**src/rtl/adc_rdlock_pkg.sv**
```systemverilog
package adc_rdlock_pkg;

    typedef enum logic {
        LK_OPEN = 1'b0,
        LK_HELD = 1'b1
    } lk_state_t;

endpackage

```
**src/rtl/adc_rdlock_ctrl.sv**
```systemverilog
module adc_rdlock_ctrl
    import adc_rdlock_pkg::*;
(
    input  logic clk,
    input  logic rst_n,
    input  logic res_stb,
    input  logic rd_low_stb,
    input  logic rd_high_stb,
    output logic accept,
    output logic held
);

    lk_state_t state_q;
    lk_state_t state_d;

    // state register
    always_ff @(posedge clk or negedge rst_n) begin
        if (!rst_n) begin
            state_q <= LK_OPEN;
        end else begin
            state_q <= state_d;
        end
    end

    // next state and outputs
    always_comb begin
        state_d = state_q;
        accept  = 1'b0;
        unique case (state_q)
            LK_OPEN: begin
                if (rd_low_stb && !rd_high_stb) begin
                    state_d = LK_HELD;              // GRAB
                    accept  = 1'b0;
                end else begin
                    accept  = res_stb;              // STAY
                end
            end
            LK_HELD: begin
                if (rd_high_stb) begin
                    state_d = LK_OPEN;              // RELEASE
                    accept  = res_stb;
                end else begin
                    accept  = 1'b0;                 // STAY
                end
            end
            default: begin
                state_d = LK_OPEN;
                accept  = 1'b0;
            end
        endcase
    end

    assign held = (state_q == LK_HELD);

endmodule

```
**src/rtl/adc_rdlock_store.sv**
```systemverilog
module adc_rdlock_store #(
    parameter int RES_W = 10
) (
    input  logic             clk,
    input  logic             rst_n,
    input  logic             load,
    input  logic [RES_W-1:0] din,
    output logic [RES_W-1:0] raw
);

    always_ff @(posedge clk or negedge rst_n) begin
        if (!rst_n) begin
            raw <= '0;
        end else if (load) begin
            raw <= din;
        end
    end

endmodule

```
**src/rtl/adc_rdlock_fmt.sv**
```systemverilog
module adc_rdlock_fmt #(
    parameter int RES_W  = 10,
    parameter int BYTE_W = 8
) (
    input  logic [RES_W-1:0]  raw,
    input  logic              left_align,
    output logic [BYTE_W-1:0] hi,
    output logic [BYTE_W-1:0] lo
);

    localparam int WORD_W = 2 * BYTE_W;
    localparam int PAD_W  = WORD_W - RES_W;

    logic [WORD_W-1:0] word_r;
    logic [WORD_W-1:0] word_l;
    logic [WORD_W-1:0] word;

    generate
        if (PAD_W > 0) begin : g_pad
            assign word_r = {{PAD_W{1'b0}}, raw};
            assign word_l = {raw, {PAD_W{1'b0}}};
        end else begin : g_full
            assign word_r = raw;
            assign word_l = raw;
        end
    endgenerate

    always_comb begin
        word = left_align ? word_l : word_r;
        hi   = word[WORD_W-1:BYTE_W];
        lo   = word[BYTE_W-1:0];
    end

endmodule

```
**src/rtl/adc_result_lock.sv**
```systemverilog
module adc_result_lock #(
    parameter int RES_W  = 10,
    parameter int BYTE_W = 8
) (
    input  logic              clk,
    input  logic              rst_n,
    input  logic              res_stb,
    input  logic [RES_W-1:0]  res_val,
    input  logic              left_align,
    input  logic              rd_low_stb,
    input  logic              rd_high_stb,
    output logic [BYTE_W-1:0] byte_high,
    output logic [BYTE_W-1:0] byte_low
);

    logic             accept;
    logic             held;
    logic [RES_W-1:0] raw_q;

    adc_rdlock_ctrl u_ctrl (
        .clk         (clk),
        .rst_n       (rst_n),
        .res_stb     (res_stb),
        .rd_low_stb  (rd_low_stb),
        .rd_high_stb (rd_high_stb),
        .accept      (accept),
        .held        (held)
    );

    adc_rdlock_store #(.RES_W(RES_W)) u_store (
        .clk   (clk),
        .rst_n (rst_n),
        .load  (accept),
        .din   (res_val),
        .raw   (raw_q)
    );

    adc_rdlock_fmt #(.RES_W(RES_W), .BYTE_W(BYTE_W)) u_fmt (
        .raw        (raw_q),
        .left_align (left_align),
        .hi         (byte_high),
        .lo         (byte_low)
    );

endmodule

```
**config.mk**
```make
export PLATFORM = sky130hd
export DESIGN_NAME = adc_result_lock
export DESIGN_NICKNAME = d
export VERILOG_FILES = /design/src/rtl/adc_rdlock_pkg.sv /design/src/rtl/adc_rdlock_ctrl.sv /design/src/rtl/adc_rdlock_store.sv /design/src/rtl/adc_rdlock_fmt.sv /design/src/rtl/adc_result_lock.sv
export SDC_FILE = /design/constraint.sdc
export NUM_CORES = 1
export LEC_CHECK = 0
export ABC_AREA = 1
export BUFFER_PORTS_ARGS = -buffer_cell sky130_fd_sc_hd__buf_2
export CAP_MARGIN = 20
export CORE_UTILIZATION = 42
export CTS_CLUSTER_DIAMETER = 60
export DETAILED_ROUTE_END_ITERATION = 12
export PLACE_DENSITY = 0.85
export SLEW_MARGIN = 20
export SYNTH_ARGS = -nofsm -noshare
export SYNTH_HDL_FRONTEND = slang
export SYNTH_HIERARCHICAL = 1
export SYNTH_SLANG_ARGS = --single-unit
export TNS_END_PERCENT = 1
```
**constraint.sdc**
```tcl
create_clock -name clk -period 1.1 [get_ports clk]
set_input_delay 0.165 -clock clk [delete_from_list [all_inputs] [get_ports clk]]
set_output_delay 0.165 -clock clk [all_outputs]
set_load 0.1 [all_outputs]
```
* Word level (Yosys, flattened, before mapping)
Cells that the tools add are included.
Widths: inputs -> output; s select.
** Word-level totals
- Register bits after elaboration :: 11
- Output and inout port bits :: 16
- Logic and storage cells :: 12
- Latch bits :: 0
- Memories :: 0
- Input port bits :: 16
- Bits in writable memories :: 0
- ROM bits :: 0
** Operators by class
- Order comparisons :: 0
- Div/mod/pow operators :: 0
- Reductions and logical operators :: 2
- Shift-type cells :: 0
- Multiplexer cells :: 7
- Bitwise gates (word level) :: 1
- Multiply operators :: 0
- Equality and inequality tests :: 0
- Add/subtract/negate cells :: 0
** Operators with widths (number)
- $mux 16 :: 1
- $mux 1 :: 4
- $pmux 1 s2 :: 2
- $logic_and 1x1->1 :: 1
- $logic_not 1->1 :: 1
- $not 1->1 :: 1

* Logic depth before layout (Yosys ltp)
Gate-level depths: netlist of the first run.
- Depth in word-level cells :: 4
- Mapped depth :: 6
- Depth with buffers taken out :: 6

* By module
Netlist of the first run, hierarchy kept.
** Modules (own cells, without submodules)
- adc_rdlock_store :: times used 1, cells an instance 42, sequential area each 250.2 sq um, area each 377.9 sq um
- adc_rdlock_fmt :: times used 1, cells an instance 39, sequential area each 0.0 sq um, area each 165.2 sq um
- adc_rdlock_ctrl :: times used 1, cells an instance 5, sequential area each 25.0 sq um, area each 40.0 sq um

* Least setup slack after synthesis of the first run
OpenSTA, ideal clock, no wires.
- Path type :: input to output
- From :: input port left_align
- To :: output port byte_low[0]
- Required time :: 0.935 ns
- Data arrival time :: 1.666 ns
- Buffers on the path :: 2
- Slack :: -0.731 ns
- Cell stages on the path :: 3
- Path through :: buf_6 > buf_8 > nor2_1
** On the way
- Cells in the longest elaborated chain, start to end :: 1
** RTL lines
- start, declared :: line adc_result_lock.sv:9 : input logic left_align,
- $mux 16 :: line adc_rdlock_fmt.sv:29 : word = left_align ? word_l : word_r;
- end, declared :: line adc_result_lock.sv:13 : output logic [BYTE_W-1:0] byte_low
No other way between the ends.

* Final worst setup path of the first run
- From :: register u_store.raw[3]
- To :: output port byte_high[1]
** On the way
- Cells in the longest elaborated chain, start to end :: 1
** RTL lines
- start, declared :: line adc_rdlock_store.sv:8 : output logic [RES_W-1:0] raw
- start signal, assigned :: line adc_rdlock_store.sv:15 : raw <= din;
- $mux 16 :: line adc_rdlock_fmt.sv:29
- end, declared :: line adc_result_lock.sv:12 : output logic [BYTE_W-1:0] byte_high,
No other way between the ends.

==> results.json, run 1 <==
{
  "drive_above_1_share_pct": 47.1,
  "start_kind": "flip-flop",
  "finClkSkew_ns": 0.000274,
  "antenna_found_initial": 0,
  "rsz0062_at_grt": "true",
  "hold_class": "primary input to flip-flop",
  "finalCritPeriodShare_pct": 109,
  "finalNetCount": 138,
  "clk_pin_slew_ns": 0.06,
  "std_cell_rows": 13,
  "routabilityCongestion": 0.690,
  "dpl_cell_area_sq_um": 990,
  "die_h_um": 39.3,
  "outcome": "finished with violations",
  "antenna_cells": 0,
  "dr.pass1.iters": 3,
  "path_max_fanout": 3,
  "synth_fp_nets": 102,
  "grtUsageTotal_pct": 24.6,
  "place.port_buffers": 31,
  "grt_pass1_vias": 620,
  "violations": "negative setup slack",
  "cts.path.max_buffers": 2,
  "dp_cells": 131,
  "slew_headroom_pct": 79.4,
  "min_period_ns": 1.20,
  "end_kind": "output pin",
  "viasPerCell": 4.54,
  "drtAntennaViolNets": 0,
  "wl_um": 1500,
  "synth.distinct_cells": 7,
  "final_cells": 136,
  "clk_latency_ns": 0.26,
  "critical_path_arrival_ns": 1.04,
  "yosysTopAreaCellShare_pct": 47.2,
  "pre_cts_slack_ns": 0.0393,
  "ys_seq_area_share_pct": 47.2,
  "crit_type": "flip-flop to output pin",
  "area_growth_pct": 82.2,
  "pwr_density_cell_nw_per_um2": 1590,
  "syn-cell-area_sq_um": 583,
  "cts_root_buf": "clkbuf_4",
  "finalInstanceArea_sq_um": 1060,
  "worst_slack_ns": -0.100,
  "io_pins": 32,
  "design.die.area_sq_um": 1540,
  "grt-ovfl-total": 0,
  "cp.required_ns": 0.94,
  "initial_utilization_pct": 44.8,
  "dieWidth_um": 39.3,
  "yosys.area.top_type": "dfrtp_1",
  "final_util_pct": 81.6,
  "cts_tree": "yes",
  "fp.coreArea_sq_um": 1300,
  "drv_slew": 0,
  "num_vias": 617,
  "timing.final.hold_violations": 0,
  "ctsHtreeMaxLevel": 1,
  "max-cap-violations": 0,
  "grt_max_degree": 16,
  "peakVddDrop_mv": 1.15,
  "power_leakage_nw": 0.588,
  "post_synth.cell_area_avg_sq_um": 6.78,
  "final-setup-viol-count": 16,
  "wire_per_inst_um": 11.0,
  "grt_pass1_wl_um": 2440,
  "post_cts_buffers": 0,
  "yosys_warnings": 6,
  "fmax_mhz": 833,
  "cts_inserted_buffers": 3,
  "yosys_register_bits": 11,
  "cts.sinks": 11,
  "synthCells": 86,
  "drc": 0,
  "synthTopCellsByArea": "dfrtp_1 (47%), nand2_1 (31%), inv_1 (9.0%)",
  "dp_hpwl_um": 1230,
  "dr.first_iter.drc_count": 19,
  "tightest_slew_ns": 0.310
}
==> cell families after synthesis <==
group         Yosys count  share of synthesized area, %
flops                  11                          47.2
buf+inv                18                          16.1
simple gates           57                          36.7
==> critical path, cell delays in order, from the launching register on <==
cell,delay [ns]
dfrtp_1,0.40
nand2_1,0.10
nand2_2,0.10
buf_12,0.17
==> power breakdown <==
group | switching, mW | total, mW | internal, mW
clock network | 0.125 | 0.265 | 0.140
logic | 0.621 | 0.930 | 0.310
registers | 0.0442 | 0.499 | 0.455
==> area by class of cell <==
class | count | area, sq um
clock buffers | 4 | 26.3
well taps | 15 | 18.8
repair buffers | 34 | 424
multi-input cells | 57 | 262
flip-flops and latches | 11 | 275
inverters | 15 | 56.3
fillers | 85 | 239
==> state kept, by name, summed over array words and instances, names as in the netlist <==
signal,cells
u_ctrl/held,1
u_store/raw,10
==> layer usage <==
metal  global-route usage, %  wire (um)
met5                       0          0
met4                    20.7         49
met3                    4.55         50
met2                    43.3        863
met1                    24.6        539
==> synthesized netlist by cell type, drive strengths merged <==
| master | n |
|---|---|
| nand2 | 48 |
| dfrtp | 11 |
| nor2 | 9 |
| inv | 15 |
| buf | 3 |
==> per-stage QoR <==
stage	hold WS, ns	total power [mW]	TNS [ns]
6_report	0.0684	1.69	-0.921
4_1_cts	0.0522	1.68	-1.02
3_5_place_dp	0.0377	1.40	0
5_1_grt	0.0604	1.76	-1.78
3_3_place_gp	0.0353	1.38	0
2_1_floorplan	-0.131	1.06	-2.62
==> what timing repair did <==
| action | in CTS | in global routing |
|---|---|---|
| gates cloned | 0 | 0 |
| resized for setup | 10 | 9 |
| hold buffers | 1 | 0 |
| pin swaps | 3 | 3 |
| setup endpoints to repair | 17 | 26 |
| endpoints found under the hold margin | 11 | 0 |
==> final timing paths <==
| check | from | end | slack [ns] | cells after the start |
|---|---|---|---|---|
| max reg2reg | u_ctrl/held$_DFF_PN0_ | u_store/raw[0]$_DFFE_PN0P_ | 0.04 | 6 |
| min | rd_high_stb | u_ctrl/held$_DFF_PN0_ | 0.07 | 2 |
| max | u_store/raw[3]$_DFFE_PN0P_ | byte_high[1] | -0.10 | 3 |
| max in group asynchronous | rst_n | u_store/raw[3]$_DFFE_PN0P_ | 0.62 | 2 |
| min in group asynchronous | rst_n | u_store/raw[4]$_DFFE_PN0P_ | 0.29 | 2 |
| min reg2reg | u_store/raw[5]$_DFFE_PN0P_ | u_store/raw[5]$_DFFE_PN0P_ | 0.51 | 2 |
==> cells in the final DEF (no fill, tap or decap), drive strengths merged <==
cell / Yosys / routed
nor2: 9 / 9
clkbuf: 0 / 4
inv: 15 / 15
dlygate4sd3: 0 / 1
nand2: 48 / 48
dfrtp: 11 / 11
buf: 3 / 33
(Power assumes the default switching activity.)
==> run 2, diff against run 1 <==
--- a/config.mk
+++ b/config.mk
@@ -7,11 +7,12 @@
 export LEC_CHECK = 0
 export ABC_AREA = 1
 export BUFFER_PORTS_ARGS = -buffer_cell sky130_fd_sc_hd__buf_2
-export CAP_MARGIN = 20
 export CORE_UTILIZATION = 42
 export CTS_CLUSTER_DIAMETER = 60
 export DETAILED_ROUTE_END_ITERATION = 12
 export PLACE_DENSITY = 0.85
+export RECOVER_POWER = 100
+export REMOVE_ABC_BUFFERS = 1
 export SLEW_MARGIN = 20
 export SYNTH_ARGS = -nofsm -noshare
 export SYNTH_HDL_FRONTEND = slang
==> run 2 against run 1 <==
The run still ends with negative setup slack left. Register-to-register slack worse by 0.02 ns. Critical path depth stayed put. Core utilization shrank 0.48 points. Count of clock-buffer cells in the layout unchanged. Critical path type unchanged. Sequential share of layout area increased by 0.15 points. Non-clock buffer count unchanged. First-iteration DRC count down 21%. Global-route usage down 1.9 points. Power increased by 0.90%. Combinational power barely moved. Die area unchanged.
==> results.json, run 2 (synthesis results as in run 1) <==
{
  "outcome": "finished with violations",
  "violations": "negative setup slack",
  "hold_class": "primary input to flip-flop",
  "cts_tree": "yes",
  "initial_utilization_pct": 44.8,
  "place.port_buffers": 31,
  "wl_um": 1590,
  "finalCritPeriodShare_pct": 110,
  "area_growth_pct": 81.1,
  "rr_endpoint": "u_store/raw[2]$_DFFE_PN0P_",
  "pwr_density_cell_nw_per_um2": 1620,
  "cts.sinks": 11,
  "crit_type": "flip-flop to output pin",
  "rr_worst_depth": 6,
  "dp_cells": 130,
  "final-setup-viol-count": 16,
  "die_h_um": 39.3,
  "critical_path_arrival_ns": 1.04,
  "fp.coreArea_sq_um": 1300,
  "peakVddDrop_mv": 1.08,
  "drtAntennaViolNets": 0,
  "swShare_pct": 47.0,
  "grtUsageTotal_pct": 22.7,
  "slew_headroom_pct": 59.9,
  "switchingPower_mw": 0.804,
  "fmax_mhz": 830,
  "min_period_ns": 1.20,
  "seqPwrFrac_pct": 29.1,
  "wire_per_inst_um": 11.7,
  "reg2reg_from": "u_ctrl/held$_DFF_PN0_",
  "grt-ovfl-total": 0,
  "antenna_found_initial": 0,
  "io_pins": 32,
  "finalNetCount": 138,
  "cp.required_ns": 0.94,
  "clk_pin_slew_ns": 0.07,
  "finClkSkew_ns": 0.00143,
  "finalPower_mw": 1.71,
  "routabilityCongestion": 0.818,
  "combPwrFrac_pct": 54.4,
  "grt_pass1_wl_um": 2340,
  "dpl_cell_area_sq_um": 967,
  "worst_slack_ns": -0.105,
  "internal_power_mw": 0.906,
  "min_to": "u_ctrl/held$_DFF_PN0_",
  "tightest_slew_ns": 0.602,
  "dp_hpwl_um": 1090,
  "cts.path.max_buffers": 2,
  "cts_inserted_buffers": 3,
  "finalInstanceArea_sq_um": 1060,
  "cts_root_buf": "clkbuf_4",
  "rsz0062_at_grt": "true",
  "end_kind": "output pin",
  "dr.pass1.iters": 4,
  "pwr-share-clk_pct": 16.5,
  "setup_tns_ns": -1.10,
  "grt_max_degree": 18,
  "max-cap-violations": 0,
  "dieWidth_um": 39.3,
  "num_vias": 616,
  "hp-start": "rd_high_stb",
  "antenna_cells": 0,
  "drc": 0,
  "timing.final.hold_violations": 0,
  "final_cell_mix": "nand2_1 (44), buf_12 (16), buf_2 (13)",
  "dr.first_iter.drc_count": 15,
  "drive_above_1_share_pct": 43.8,
  "pre_cts_slack_ns": 0.0402,
  "drv_slew": 0,
  "reg2reg_slack_ns": 0.02,
  "final_cells": 136,
  "viasPerCell": 4.53,
  "top_register": "u_store/raw",
  "start_kind": "flip-flop",
  "min_path_cells": 2,
  "design.die.area_sq_um": 1540,
  "std_cell_rows": 13,
  "clk_latency_ns": 0.27,
  "grt_pass1_vias": 535,
  "crit_start": "u_store/raw[0]$_DFFE_PN0P_",
  "power_leakage_nw": 0.587,
  "ctsHtreeMaxLevel": 1,
  "largest_reg_flops": 10,
  "path_max_fanout": 3,
  "final_common_cell": "nand2_1"
}
==> run 2: routing by layer <==
layer	GRT usage (%)	share of wire (%)	up-vias
met1	29.5	41	283
met5	0	0	-
met3	3.41	3.0	0
met4	5.17	0	0
li1	-	-	310
met2	39.2	56	23
==> run 2: worst max-delay path, cell delays in order, from the launching register on <==
cell and delay, ns:
dfrtp_1 0.38, inv_1 0.08, nor2_4 0.12, buf_12 0.18
==> run 2: through the flow <==
stage | utilization, % | hold WS, ns
after floorplan | - | -0.131
after global placement | 74.3 | 0.0391
after detailed placement | 74.3 | 0.0505
after CTS | 79.8 | 0.0485
after global routing | 81.2 | 0.0405
final | 81.2 | 0.0458
==> run 2: worst max path at each step <==
stage                                 endpoint  cells after the start
floorplan                          byte_low[0]                      2
global placement                  byte_high[0]                      5
detailed placement  u_store/raw[2]$_DFFE_PN0P_                      6
CTS                                byte_low[5]                      3
global route                       byte_low[5]                      3
finish                             byte_low[0]                      3
==> run 2: power by group through the flow <==
| stage | combinational (mW) | sequential [mW] | clock (mW) |
|---|---|---|---|
| 4_1_cts | 0.916 | 0.493 | 0.278 |
| 3_3_place_gp | 0.867 | 0.498 | 0 |
| 3_5_place_dp | 0.879 | 0.501 | 0 |
| 6_report | 0.931 | 0.497 | 0.282 |
| 5_1_grt | 0.968 | 0.502 | 0.311 |
| 2_1_floorplan | 0.542 | 0.491 | 0 |
==> run 2: area by class of cell <==
class	instances	area, sq um
Timing Repair Buffer	34	425
Sequential cell	11	275
Multi-Input combinational cell	57	254
Fill cell	78	245
Inverter	15	56.3
Clock buffer	4	26.3
Tap cell	15	18.8
==> run 2: timing repair <==
| action | in CTS | in global routing |
|---|---|---|
| setup endpoints to repair | 16 | 26 |
| setup buffers | 0 | 1 |
| endpoints found under the hold margin | 11 | 0 |
| resized for setup | 18 | 5 |
| hold buffers | 1 | 0 |
| pin swaps | 5 | 3 |
